### config.mk
export PLATFORM = sky130hd
export DESIGN_NAME = irq_share_agg
export DESIGN_NICKNAME = d
export VERILOG_FILES = /design/src/rtl/irq_agg_pkg.sv /design/src/rtl/irq_pin_tracker.sv /design/src/rtl/irq_line_router.sv /design/src/rtl/irq_line_counter.sv /design/src/rtl/irq_share_agg.sv
export SDC_FILE = /design/constraint.sdc
export NUM_CORES = 1
export LEC_CHECK = 0
export CAP_MARGIN = 40
export CORE_UTILIZATION = 35
export CTS_CLUSTER_SIZE = 16
export DETAILED_ROUTE_END_ITERATION = 8
export HOLD_SLACK_MARGIN = 0.05
export PLACE_DENSITY_LB_ADDON = 0.25
export SLEW_MARGIN = 20
export SYNTH_ARGS = -nofsm -noshare
export SYNTH_HDL_FRONTEND = slang
export SYNTH_SLANG_ARGS = --single-unit
### constraint.sdc
create_clock -name clk -period 9.95 [get_ports clk]
set_input_delay 1.99 -clock clk [delete_from_list [all_inputs] [get_ports clk]]
set_output_delay 1.99 -clock clk [all_outputs]
set_load 0.05 [all_outputs]
### src/rtl/irq_agg_pkg.sv
package irq_agg_pkg;
   localparam int PINS_PER_DEV = 4;

   // Shared line reached by pin p of slot d.
   function automatic int route_line(input int d, input int p, input int nlines, input bit rotate);
      if (rotate) return (p + d) % nlines;
      return p % nlines;
   endfunction
endpackage

### src/rtl/irq_pin_tracker.sv
module irq_pin_tracker #(
   parameter int NPINS = 32
) (
   input  logic             clk,
   input  logic             rst_n,
   input  logic [NPINS-1:0] pin_lvl,
   output logic [NPINS-1:0] pin_q,
   output logic [NPINS-1:0] rise,
   output logic [NPINS-1:0] fall
);
   always_ff @(posedge clk or negedge rst_n) begin
      if (!rst_n) pin_q <= '0;
      else        pin_q <= pin_lvl;
   end

   assign rise = pin_lvl & ~pin_q;
   assign fall = ~pin_lvl & pin_q;
endmodule

### src/rtl/irq_line_router.sv
module irq_line_router
   import irq_agg_pkg::*;
#(
   parameter int NUM_DEV    = 8,
   parameter int NUM_LINES  = 4,
   parameter bit ROTATE_MAP = 1'b1,
   parameter int CNT_W      = 6,
   localparam int NPINS     = NUM_DEV * PINS_PER_DEV
) (
   input  logic [NPINS-1:0]           rise,
   input  logic [NPINS-1:0]           fall,
   output logic [NUM_LINES*CNT_W-1:0] inc,
   output logic [NUM_LINES*CNT_W-1:0] dec
);
   logic [NUM_LINES-1:0][NPINS-1:0] member;

   for (genvar d = 0; d < NUM_DEV; d++) begin : g_dev
      for (genvar p = 0; p < PINS_PER_DEV; p++) begin : g_pin
         localparam int LN = route_line(d, p, NUM_LINES, ROTATE_MAP);
         for (genvar l = 0; l < NUM_LINES; l++) begin : g_line
            assign member[l][d*PINS_PER_DEV+p] = (LN == l);
         end
      end
   end

   for (genvar l = 0; l < NUM_LINES; l++) begin : g_sum
      assign inc[l*CNT_W +: CNT_W] = CNT_W'($countones(rise & member[l]));
      assign dec[l*CNT_W +: CNT_W] = CNT_W'($countones(fall & member[l]));
   end
endmodule

### src/rtl/irq_line_counter.sv
module irq_line_counter #(
   parameter int CNT_W = 6
) (
   input  logic             clk,
   input  logic             rst_n,
   input  logic [CNT_W-1:0] inc,
   input  logic [CNT_W-1:0] dec,
   output logic [CNT_W-1:0] cnt,
   output logic             active
);
   logic [CNT_W-1:0] cnt_nxt;

   assign cnt_nxt = cnt + inc - dec;

   always_ff @(posedge clk or negedge rst_n) begin
      if (!rst_n) begin
         cnt    <= '0;
         active <= 1'b0;
      end else begin
         cnt    <= cnt_nxt;
         active <= (cnt_nxt != '0);
      end
   end
endmodule

### src/rtl/irq_share_agg.sv
module irq_share_agg
   import irq_agg_pkg::*;
#(
   parameter int NUM_DEV    = 8,
   parameter int NUM_LINES  = 4,
   parameter bit ROTATE_MAP = 1'b1,
   localparam int NPINS     = NUM_DEV * PINS_PER_DEV,
   localparam int CNT_W     = $clog2(NPINS + 1)
) (
   input  logic                       clk,
   input  logic                       rst_n,
   input  logic [NPINS-1:0]           pin_lvl,
   output logic [NUM_LINES-1:0]       line_out,
   output logic [NUM_LINES*CNT_W-1:0] line_cnt
);
   initial begin
      if (NUM_DEV < 1)   $error("NUM_DEV must be at least 1");
      if (NUM_LINES < 1) $error("NUM_LINES must be at least 1");
   end

   logic [NPINS-1:0]           pin_q, rise, fall;
   logic [NUM_LINES*CNT_W-1:0] inc, dec;

   irq_pin_tracker #(.NPINS(NPINS)) u_track (
      .clk(clk), .rst_n(rst_n), .pin_lvl(pin_lvl),
      .pin_q(pin_q), .rise(rise), .fall(fall)
   );

   irq_line_router #(
      .NUM_DEV(NUM_DEV), .NUM_LINES(NUM_LINES),
      .ROTATE_MAP(ROTATE_MAP), .CNT_W(CNT_W)
   ) u_route (
      .rise(rise), .fall(fall), .inc(inc), .dec(dec)
   );

   for (genvar l = 0; l < NUM_LINES; l++) begin : g_cnt
      irq_line_counter #(.CNT_W(CNT_W)) u_cnt (
         .clk(clk), .rst_n(rst_n),
         .inc(inc[l*CNT_W +: CNT_W]), .dec(dec[l*CNT_W +: CNT_W]),
         .cnt(line_cnt[l*CNT_W +: CNT_W]), .active(line_out[l])
      );
   end
endmodule

==> results of run 1 <==
[cell families after synthesis]
kind of cell,after synthesis
compound gates,22
xor+xnor,25
fa+ha+maj,113
buf+inv,109
flops,60
simple gates,81
[routing by layer]
metal / up-vias / wire length (microns) / part of all wire / global-route usage
met5: - / 0 / 0 / 0
met4: 0 / 97 / 0.013 / 0.04103
met3: 7 / 377 / 0.049 / 0.05034
met2: 46 / 3720 / 0.48 / 0.2012
met1: 1333 / 3519 / 0.46 / 0.1726
li1: 1369 / - / - / -
[Yosys cell counts (2+ instances only)]
cell / n
a211oi_2: 2
a21o_1: 5
a21oi_1: 8
buf_4: 4
dfrtp_1: 60
fa_1: 52
ha_1: 61
inv_1: 105
nand2b_1: 12
nor2_1: 8
nor2b_1: 53
nor3_1: 2
o21a_1: 2
o21ai_0: 2
o21bai_1: 2
or4b_1: 2
xnor2_1: 20
xor2_1: 5
[stage by stage]
stage                     area (sq um)  hold slack (ns)    util  setup slack [ns]  instances
final                             5693           0.6271  0.4475             3.430        657
after global routing              5693           0.6549  0.4475             3.222        657
after CTS                         5673           0.6344  0.4459             3.423        656
after detailed placement          5388           0.6075  0.4235             3.063        640
after global placement            5388           0.6063  0.4235             3.107        640
after floorplan                   4589           0.6298       -             3.719        410
[state kept, by name (all words and copies together) (netlist names)]
signal              flops
g_cnt.u_cnt.cnt        24
g_cnt.u_cnt.active      4
u_track.pin_q          32
[worst max-delay path, delay by kind of cell]
family / cells / cell delay (ns)
buf+inv: 5 / 0.72
compound gates: 2 / 0.34
xor+xnor: 1 / 0.10
simple gates: 2 / 0.68
fa+ha+maj: 7 / 2.89
[cell type report]
cell class,instances,area share
Tap cell,172,0.03780
Sequential cell,60,0.2637
Inverter,105,0.06923
Multi-Input combinational cell,241,0.4679
Timing Repair Buffer,63,0.1112
Clock buffer,11,0.04088
Clock inverter,5,0.009231
[cells in the final DEF, fill, tap and decap left out]
cell / instances
inv_1: 105
bufinv_16: 1
xnor2_1: 20
clkdlybuf4s50_1: 60
buf_4: 1
o21a_1: 2
nor2_1: 8
fa_1: 52
buf_2: 1
a21o_1: 5
clkinvlp_4: 1
clkbuf_16: 9
o21bai_1: 2
xor2_1: 5
o31ai_1: 1
clkbuf_1: 2
clkinv_2: 3
nor3_1: 2
a21oi_1: 8
or4b_1: 2
or4_1: 1
o21ai_0: 2
dfrtp_1: 60
nand2b_1: 12
ha_1: 61
nor2b_1: 53
buf_12: 1
a211oi_2: 2
nor4_1: 1
nand2_1: 1
or3_1: 1
[worst max-delay path by stage]
stage                                  endpoint  depth (start not counted)  slack (ns)
after floorplan           g_cnt[2].u_cnt.active                         13        3.72
after global placement    g_cnt[2].u_cnt.active                         13        3.11
after detailed placement  g_cnt[1].u_cnt.active                         16        3.06
after CTS                 g_cnt[1].u_cnt.active                         16        3.42
after global routing      g_cnt[2].u_cnt.active                         14        3.22
final                     g_cnt[0].u_cnt.active                         17        3.43
==> results.md, run 1 <==
* Hold Path Depth at 1
* Post-layout nets at between 600 and 700
* First-pass GRT wire length at 13360 microns
* Max Fclk at 153.4 MHz
* Final wirelength at 7714 microns
* Asr flop ratio synth at 1.000
* H-tree Lvls at 3
* Routed len/inst at 11.74 microns
* Gr usage total at 0.1318
* Post-synth EDFFs at 0
* Via density at 4.193
* Final Hold Violating Endpoints at 0
* Die ar. at 0.01357 sq mm
* Min-Delay Endpoint: g_cnt[3].u_cnt.cnt[0]
* Final worst-path cycle share at 0.6553
* Fraction of layout instances using a drive strength above 1 at 0.03918
* Post-synth top area share at 0.3272
* Critical-path top delay cell: fa_1
* Final min period at 6.520 ns
* Crit-path cells: clkdlybuf4s50_1 > nor2b_1 > ha_1 > fa_1 > inv_1 > fa_1 > fa_1 > fa_1 > inv_1 > fa_1 > inv_1 > fa_1 > inv_1 > a21o_1 > a21oi_1 > xnor2_1 > or4b_1
* Tightest Pin Transition at approximately 0.53 ns
* Number of CTS-inserted buffers at 9
* Max clock buf depth at 2
* Seq. cell area at ~0.0015 sq mm
* CTS tree: built
* Critical Path Source: pin_lvl[13]
* DR vias at 2755
* Unrepaired setup endpoints after global routing: no
* Antenna violations before repair at 0
* Reg clk slew, reported paths at about 0.050 ns
* Worst endpoint required time at around 10 ns
* Synth Area in Compound Gates at 0.03272
* Seq/Total Area, Yosys at 0.3272
* Syn_area_per_cell at approximately 11 sq um
* Multi-input logic area at 0.002664 sq mm
* Clk_lat worst skew at 0.33 ns
* Max-cap viol count at 0
* Number of global-route vias before repair at between 2000 and 3000
* Largest family of logic cells by synthesized area: adder cells
* Rows at 41
* Initial Utilization at 0.3607
* Slew headroom at 0.6484
* Resized Gates After CTS at 0
* Hold path start: g_cnt[3].u_cnt.cnt[0]
* Worst r2r src: u_track.pin_q[27]
* Cells after Synth at 410
* Clock sink total at 60
* Flops & latches, synth at 60
* Critical path fanouts, max at 3
* Detailed Place HPWL at roughly 6100 microns
* GRT overflow at 0
* Post-Synth XOR/XNOR Area at 0.04771
* Path type of the worst min-delay path: register to register
* Fillers at 1273
* Synthesized net count at between 500 and 600
* DRC viols at 0
* Slew Limit Fails at 0
* Post-CTS Hold Buffers at 0
* Final Wtd Congestion at ~0.76
* Core outline area at approximately 0.013 sq mm
* Die X-Extent at 116.5 microns
* CP Launch Type: primary input
* FF-to-FF setup slack at slightly above 5 ns
* Buffers on Ports at 61
* Layout area overhead at 24.05%
* Mux share of post-synthesis cell area at 0
* Final ANT Viol Nets at 0
* Setup_tns at 0 ns
* R2R depth at 15
* Clock root buffer: clkbuf_16
* Top-Level Pins at between 60 and 70
* Pre-Repair DR Iteration Count at 4
* Synth Area in Adders at 0.3931
* Worst setup path class: primary input to register
* Mapped Area at roughly 0.0046 sq mm
* Final setup vio count at 0
* Setup bufs post-CTS at 0
* Synth warnings at 0
* Reg-to-reg endpoint: g_cnt[1].u_cnt.active
* Outcome: completed
* CP dominant cell by count: fa_1
* CP max stage delay at 0.55 ns
* Synth area leader: dfrtp_1
* Worst Setup End Kind: register
* Final worst clock skew at 0.002693 ns
* Drt initial violations at a little over 100
* Arrival @ worst endpoint at ~6.7 ns
* Synth Area in Simple Gates at 0.1069
* Antenna Diode Count at 0
* Die height at 116.5 microns
* Post-synth cell types at 23
* Largest cells by area after synthesis: dfrtp_1 (33%), fa_1 (23%), ha_1 (17%)
* Largest net degree at the start of global routing at ~60
* Top FF cell, synth: dfrtp_1
Power of run 1 is left out: the tool's default activity adds up to more than one toggle a clock period on the data nets, which glitch-free logic cannot reach.
==> run 2: changes to the inputs <==
Clock period 9.95 ns to 5.6 ns, I/O delays scaled along.
==> run 2 against run 1 <==
Against the previous run: design area increased by 5.7%; clock-buffer cell count rose by 3; critical path depth unchanged; cell count grew 4.1%; register-to-register slack got worse by 4.4 ns; via count increased by 5.3%; die area unchanged; routed wire length up 5.5%.
==> results.md, run 2 (synthesis gave the netlist of run 1 again) <==
* Outcome: completed
* Most common cell after layout, fill and taps aside: inv_1
* Post-layout nets at 655 (+4.5%)
* Final min period at about 5.5 ns
* Gr usage total at 0.1367 (+0.004893)
* Worst setup path class: primary input to register
* CP dominant cell by count: fa_1
* Commonest non-fill, non-tap cells in the layout: inv_1 (104), dfrtp_1 (60), ha_1 (59)
* Path type of the worst min-delay path: register to register
* # placed instances at 667 (+4.2%)
* Number of CTS-inserted buffers at 9 (unchanged)
* Slew headroom at 0.6498 (+0.001414)
* Arrival @ worst endpoint at 5.67 ns (-1.05 ns)
* Final worst-path cycle share at 0.9775
* Pre-Repair DR Iteration Count at 4 (unchanged)
* Final Wtd Congestion at 0.7906 (+3.4%)
* Worst r2r src: u_track.pin_q[2]
* Initial Utilization at 0.3607 (unchanged)
* Slew Limit Fails at 0 (unchanged)
* Number of global-route vias before repair at 3155 (+8.8%)
* Clock sink total at 60 (unchanged)
* R2R depth at 15 (unchanged)
* Largest regs: u_track.pin_q x32, g_cnt.u_cnt.cnt x24, g_cnt.u_cnt.active x4
* Final Hold Violating Endpoints at 0 (unchanged)
* Max clock buf depth at 2 (unchanged)
* Routed len/inst at 11.89 microns (+1.3%)
* Final ANT Viol Nets at 0 (unchanged)
* Clock root buffer: clkbuf_16
* DRC viols at 0 (unchanged)
* Most flops, register: u_track.pin_q
* Crit-path cells: clkdlybuf4s50_1 > nor2b_1 > ha_1 > fa_1 > inv_1 > fa_1 > fa_1 > fa_1 > inv_1 > fa_2 > inv_2 > fa_2 > inv_1 > a21o_1 > a21oi_2 > xnor2_1 > or4b_1
* Via density at 4.241 (+1.1%)
* Hold Path Depth at 1 (unchanged)
* Reg-to-reg endpoint: g_cnt[2].u_cnt.active
* Hold WS at 0.6366 ns (+0.009479 ns)
* Reg clk slew, reported paths at 0.05 ns (about the same)
* Largest net degree at the start of global routing at 61 (unchanged)
* Worst path buffer plus inverter count at 5 (unchanged)
* Detailed Place HPWL at 6378 microns (+4.1%)
* Clk_lat worst skew at 0.33 ns (about the same)
* Buffers on Ports at 61 (unchanged)
* H-tree Lvls at 3 (unchanged)
* Antenna Diode Count at 0 (unchanged)
* Die X-Extent at 116.5 microns (unchanged)
* Crit-path leading delay family: adder cells
* Critical-path top delay cell: fa_1
* Final worst clock skew at 0.005832 ns (+0.003138 ns)
* Critical path fanouts, max at 3 (unchanged)
* First-pass GRT wire length at 13910 microns (+4.1%)
* Max Fclk at ~180 MHz
* Top-Level Pins at 62 (unchanged)
* Drt initial violations at 52 (-50%)
* DR vias at 2901 (+5.3%)
* GRT overflow at 0 (unchanged)
* Worst endpoint required time at 5.79 ns (-4.36 ns)
* Core outline area at 0.01272 sq mm (unchanged)
* Critical Path Source: pin_lvl[23]
* Min-Delay Endpoint: g_cnt[3].u_cnt.cnt[0]
* Max-cap viol count at 0 (unchanged)
* Hold path start: g_cnt[3].u_cnt.cnt[0]
* Setup_tns at 0 ns (unchanged)
* Finished Layout Cells at 684 (+4.1%)
* CP Launch Type: primary input
* Rows at 41 (unchanged)
* Final wirelength at 8135 microns (+5.5%)
* Antenna violations before repair at 0 (unchanged)
* Final core occ at 0.4729 (+0.02537)
* Die ar. at 0.01357 sq mm (unchanged)
* FF-to-FF setup slack at 0.81 ns (-4.35 ns)
* CTS tree: built
* Max FFs per register at 32 (unchanged)
* Fraction of layout instances using a drive strength above 1 at 0.1270 (+0.08778)
* Fillers at 1219 (-4.2%)
* Tightest Pin Transition at 0.5236 ns (-0.002114 ns)
* Worst Setup End Kind: register
* Final setup vio count at 0 (unchanged)
* CP max stage delay at 0.53 ns (-0.02 ns)
* Layout area overhead at 31.08%
* Die height at 116.5 microns (unchanged)
run 2: cell count changes in the layout (fill, tap and decap cells not counted), sizes merged:
cell | before | now
clkdlybuf4s50 | 60 | 44
dlymetal6s2s | 0 | 16
clkbuf | 11 | 14
clkinv | 3 | 1
bufinv | 1 | 0
buf | 3 | 31
clkinvlp | 1 | 0
run 2: final cells by class:
type	count	area, sq um	share of cell area
clock buffer	14	284.0	0.04721
timing repair buffer	91	883.3	0.1468
inverter	105	394.1	0.06552
clock inverter	1	5.005	0.0008319
sequential	60	1501	0.2496
tap	172	215.2	0.03577
multi-input combinational	241	2733	0.4542
run 2: metrics by stage:
stage               instance area, sq um  setup slack [ns]
global placement                    5590           -0.3500
floorplan                           4589            0.2390
detailed placement                  5590           -0.4162
finish                              6016            0.1259
global route                        6016         -0.006516
CTS                                 5887          -0.04181
run 2: repair_timing:
| action | in CTS | in global routing |
|---|---|---|
| setup buffers | 0 | 1 |
| hold buffers | 0 | 0 |
| endpoints found under the setup margin | 3 | 5 |
| resized for setup | 3 | 32 |
| pin swaps | 0 | 21 |
run 2: how the worst max path moves through the flow:
stage,end,slack [ns],cells past startpoint
3_3_place_gp,g_cnt[2].u_cnt.active,-0.35,13
5_1_grt,g_cnt[0].u_cnt.active,-0.007,17
6_report,g_cnt[0].u_cnt.active,0.13,17
2_1_floorplan,g_cnt[2].u_cnt.active,0.24,13
3_5_place_dp,g_cnt[2].u_cnt.active,-0.42,14
4_1_cts,g_cnt[2].u_cnt.active,-0.04,15
run 2: metal layers:
layer	up-vias	part of all wire	track usage
met2	39	0.49	0.2146
li1	1430	-	-
met4	0	0.024	0.07436
met3	13	0.035	0.03321
met1	1419	0.45	0.1738
met5	-	0	0
Power of run 2 is left out for the same reason.
==> run 3: changes to the inputs <==
Settings changed: SLEW_MARGIN 20 to default.
==> run 3 against run 2 <==
Against the previous run: sequential share of layout area grew 0.083 points; clock-buffer cell count did not move; via count is 0.14% lower; non-clock buffer count down 1; critical path depth unchanged; highest routed layer unchanged; flip-flop and latch count is the same; hold slack is essentially flat; design area shrank 0.33%; clock skew barely moved; utilization fell by 0.16 points; first-iteration DRC count up 7.7%; critical path type unchanged; worst setup slack improved by 0.0030 ns.
==> results.md, run 3 (synthesis gave the netlist of run 1 again) <==
* Fraction of layout instances using a drive strength above 1 at 0.1252 (-0.001709)
* Antenna violations before repair at 0 (unchanged)
* Die ar. at 0.01357 sq mm (unchanged)
* Max clock buf depth at 2 (unchanged)
* Hold WS at 0.6366 ns (-0.00001200 ns)
* Via density at 4.242 (about the same)
* DR vias at 2897 (-0.14%)
* Clock root buffer: clkbuf_16
* Outcome: completed
* Worst setup path class: primary input to register
* Pre-Repair DR Iteration Count at 4 (unchanged)
* Final worst clock skew at 0.005836 ns (+0.000004410 ns)
* Final worst-path cycle share at 0.9770 (about the same)
* Clock sink total at 60 (unchanged)
* Post-layout nets at 654 (-0.15%)
* Detailed Place HPWL at 6378 microns (unchanged)
* Layout area overhead at 30.64%
* Final setup vio count at 0 (unchanged)
* Top-Level Pins at 62 (unchanged)
* Post-CTS Hold Buffers at 0 (unchanged)
* Largest net degree at the start of global routing at 61 (unchanged)
* Setup_tns at 0 ns (unchanged)
* Drt initial violations at 56 (+7.7%)
* Path type of the worst min-delay path: register to register
* Worst Setup End Kind: register
* Max Fclk at 182.8 MHz (about the same)
* Die X-Extent at 116.5 microns (unchanged)
* Die height at 116.5 microns (unchanged)
* Critical-path top delay cell: fa_1
* Placed cell area at 0.005590 sq mm (unchanged)
* Slew headroom at 0.4717 (-0.1781)
* Number of CTS-inserted buffers at 9 (unchanged)
* Routed len/inst at 11.90 microns (about the same)
* CP Launch Type: primary input
* Final min period at 5.471 ns (-0.003031 ns)
* GRT overflow at 0 (unchanged)
* Commonest non-fill, non-tap cells in the layout: inv_1 (104), dfrtp_1 (60), ha_1 (59)
* Reg clk slew, reported paths at 0.05 ns (about the same)
* Worst endpoint required time at 5.79 ns (about the same)
* Final wirelength at 8129 microns (about the same)
* Final Hold Violating Endpoints at 0 (unchanged)
* H-tree Lvls at 3 (unchanged)
* Max-cap viol count at 0 (unchanged)
* CP dominant cell by count: fa_1
* CTS tree: built
* Initial Utilization at 0.3607 (unchanged)
* Final Wtd Congestion at 0.7906 (unchanged)
* Final ANT Viol Nets at 0 (unchanged)
* Largest regs: u_track.pin_q x32, g_cnt.u_cnt.cnt x24, g_cnt.u_cnt.active x4
* Rows at 41 (unchanged)
* Arrival @ worst endpoint at 5.66 ns (about the same)
* Tightest Pin Transition at 0.7924 ns (+0.2688 ns)
* Buffers on Ports at 61 (unchanged)
* Most common cell after layout, fill and taps aside: inv_1
* Core outline area at 0.01272 sq mm (unchanged)
* Number of global-route vias before repair at 3155 (unchanged)
* Clk_lat worst skew at 0.33 ns (about the same)
* Most flops, register: u_track.pin_q
* Slew Limit Fails at 0 (unchanged)
* DRC viols at 0 (unchanged)
* Antenna Diode Count at 0 (unchanged)
* CP max stage delay at 0.53 ns (about the same)
* Max FFs per register at 32 (unchanged)
* Design Area, Final at 0.005996 sq mm (-0.33%)
* Gr usage total at 0.1367 (unchanged)
* First-pass GRT wire length at 13910 microns (unchanged)
* Critical path fanouts, max at 3 (unchanged)
* Crit-path cells: clkdlybuf4s50_1 > nor2b_1 > ha_1 > fa_1 > inv_1 > fa_1 > fa_1 > fa_1 > inv_1 > fa_2 > inv_2 > fa_2 > inv_1 > a21o_1 > a21oi_2 > xnor2_1 > or4b_1
## run 3: changes by cell type in the layout (fill, tap and decap cells not counted)
| cell | before | now |
|---|---|---|
| buf_12 | 1 | 0 |
## run 3: final cells by class
type                            count  area, sq um
Tap cell                          172        215.2
Timing Repair Buffer               90        863.3
Fill cell                        1221         6726
Sequential cell                    60         1501
Clock inverter                      1        5.005
Multi-Input combinational cell    241         2733
Inverter                          105        394.1
Clock buffer                       14        284.0
## run 3: path summary, 6_finish.rpt
| path | start | to | slack (ns) | depth (start not counted) |
|---|---|---|---|---|
| max in group asynchronous | rst_n | g_cnt[0].u_cnt.cnt[4] | 4.12 | 2 |
| hold / removal | g_cnt[3].u_cnt.cnt[0] | g_cnt[3].u_cnt.cnt[0] | 0.64 | 1 |
| min in group asynchronous | rst_n | u_track.pin_q[6] | 0.96 | 2 |
| setup / recovery | pin_lvl[23] | g_cnt[0].u_cnt.active | 0.13 | 17 |
| hold reg to reg | g_cnt[3].u_cnt.cnt[0] | g_cnt[3].u_cnt.cnt[0] | 0.64 | 1 |
| setup reg to reg | u_track.pin_q[2] | g_cnt[2].u_cnt.active | 0.81 | 15 |
## run 3: critical path: cells and delay by family
family	cells	cell delay, ns
xor+xnor	1	0.09
fa+ha+maj	7	2.80
buf+inv	5	0.70
compound gates	2	0.32
simple gates	2	0.62
## run 3: timing repair
action / in CTS / in global routing
setup buffers: 0 / 1
gates resized for setup: 3 / 32
pin swaps: 0 / 21
setup endpoints to repair: 3 / 5
## run 3: stage by stage
stage / setup slack [ns] / instances / util
finish: 0.1290 / 683 / 0.4713
floorplan: 0.2390 / 410 / -
detailed placement: -0.4162 / 667 / 0.4394
CTS: -0.04181 / 682 / 0.4627
global placement: -0.3500 / 667 / 0.4394
global route: -0.006516 / 683 / 0.4713
## run 3: layer usage
metal / track usage / routed length [microns] / vias to the layer above
li1: - / - / 1428
met5: 0 / 0 / -
met3: 0.03321 / 288 / 13
met4: 0.07436 / 194 / 0
met2: 0.2146 / 4004 / 39
met1: 0.1738 / 3642 / 1417
Power of run 3 is left out for the same reason.
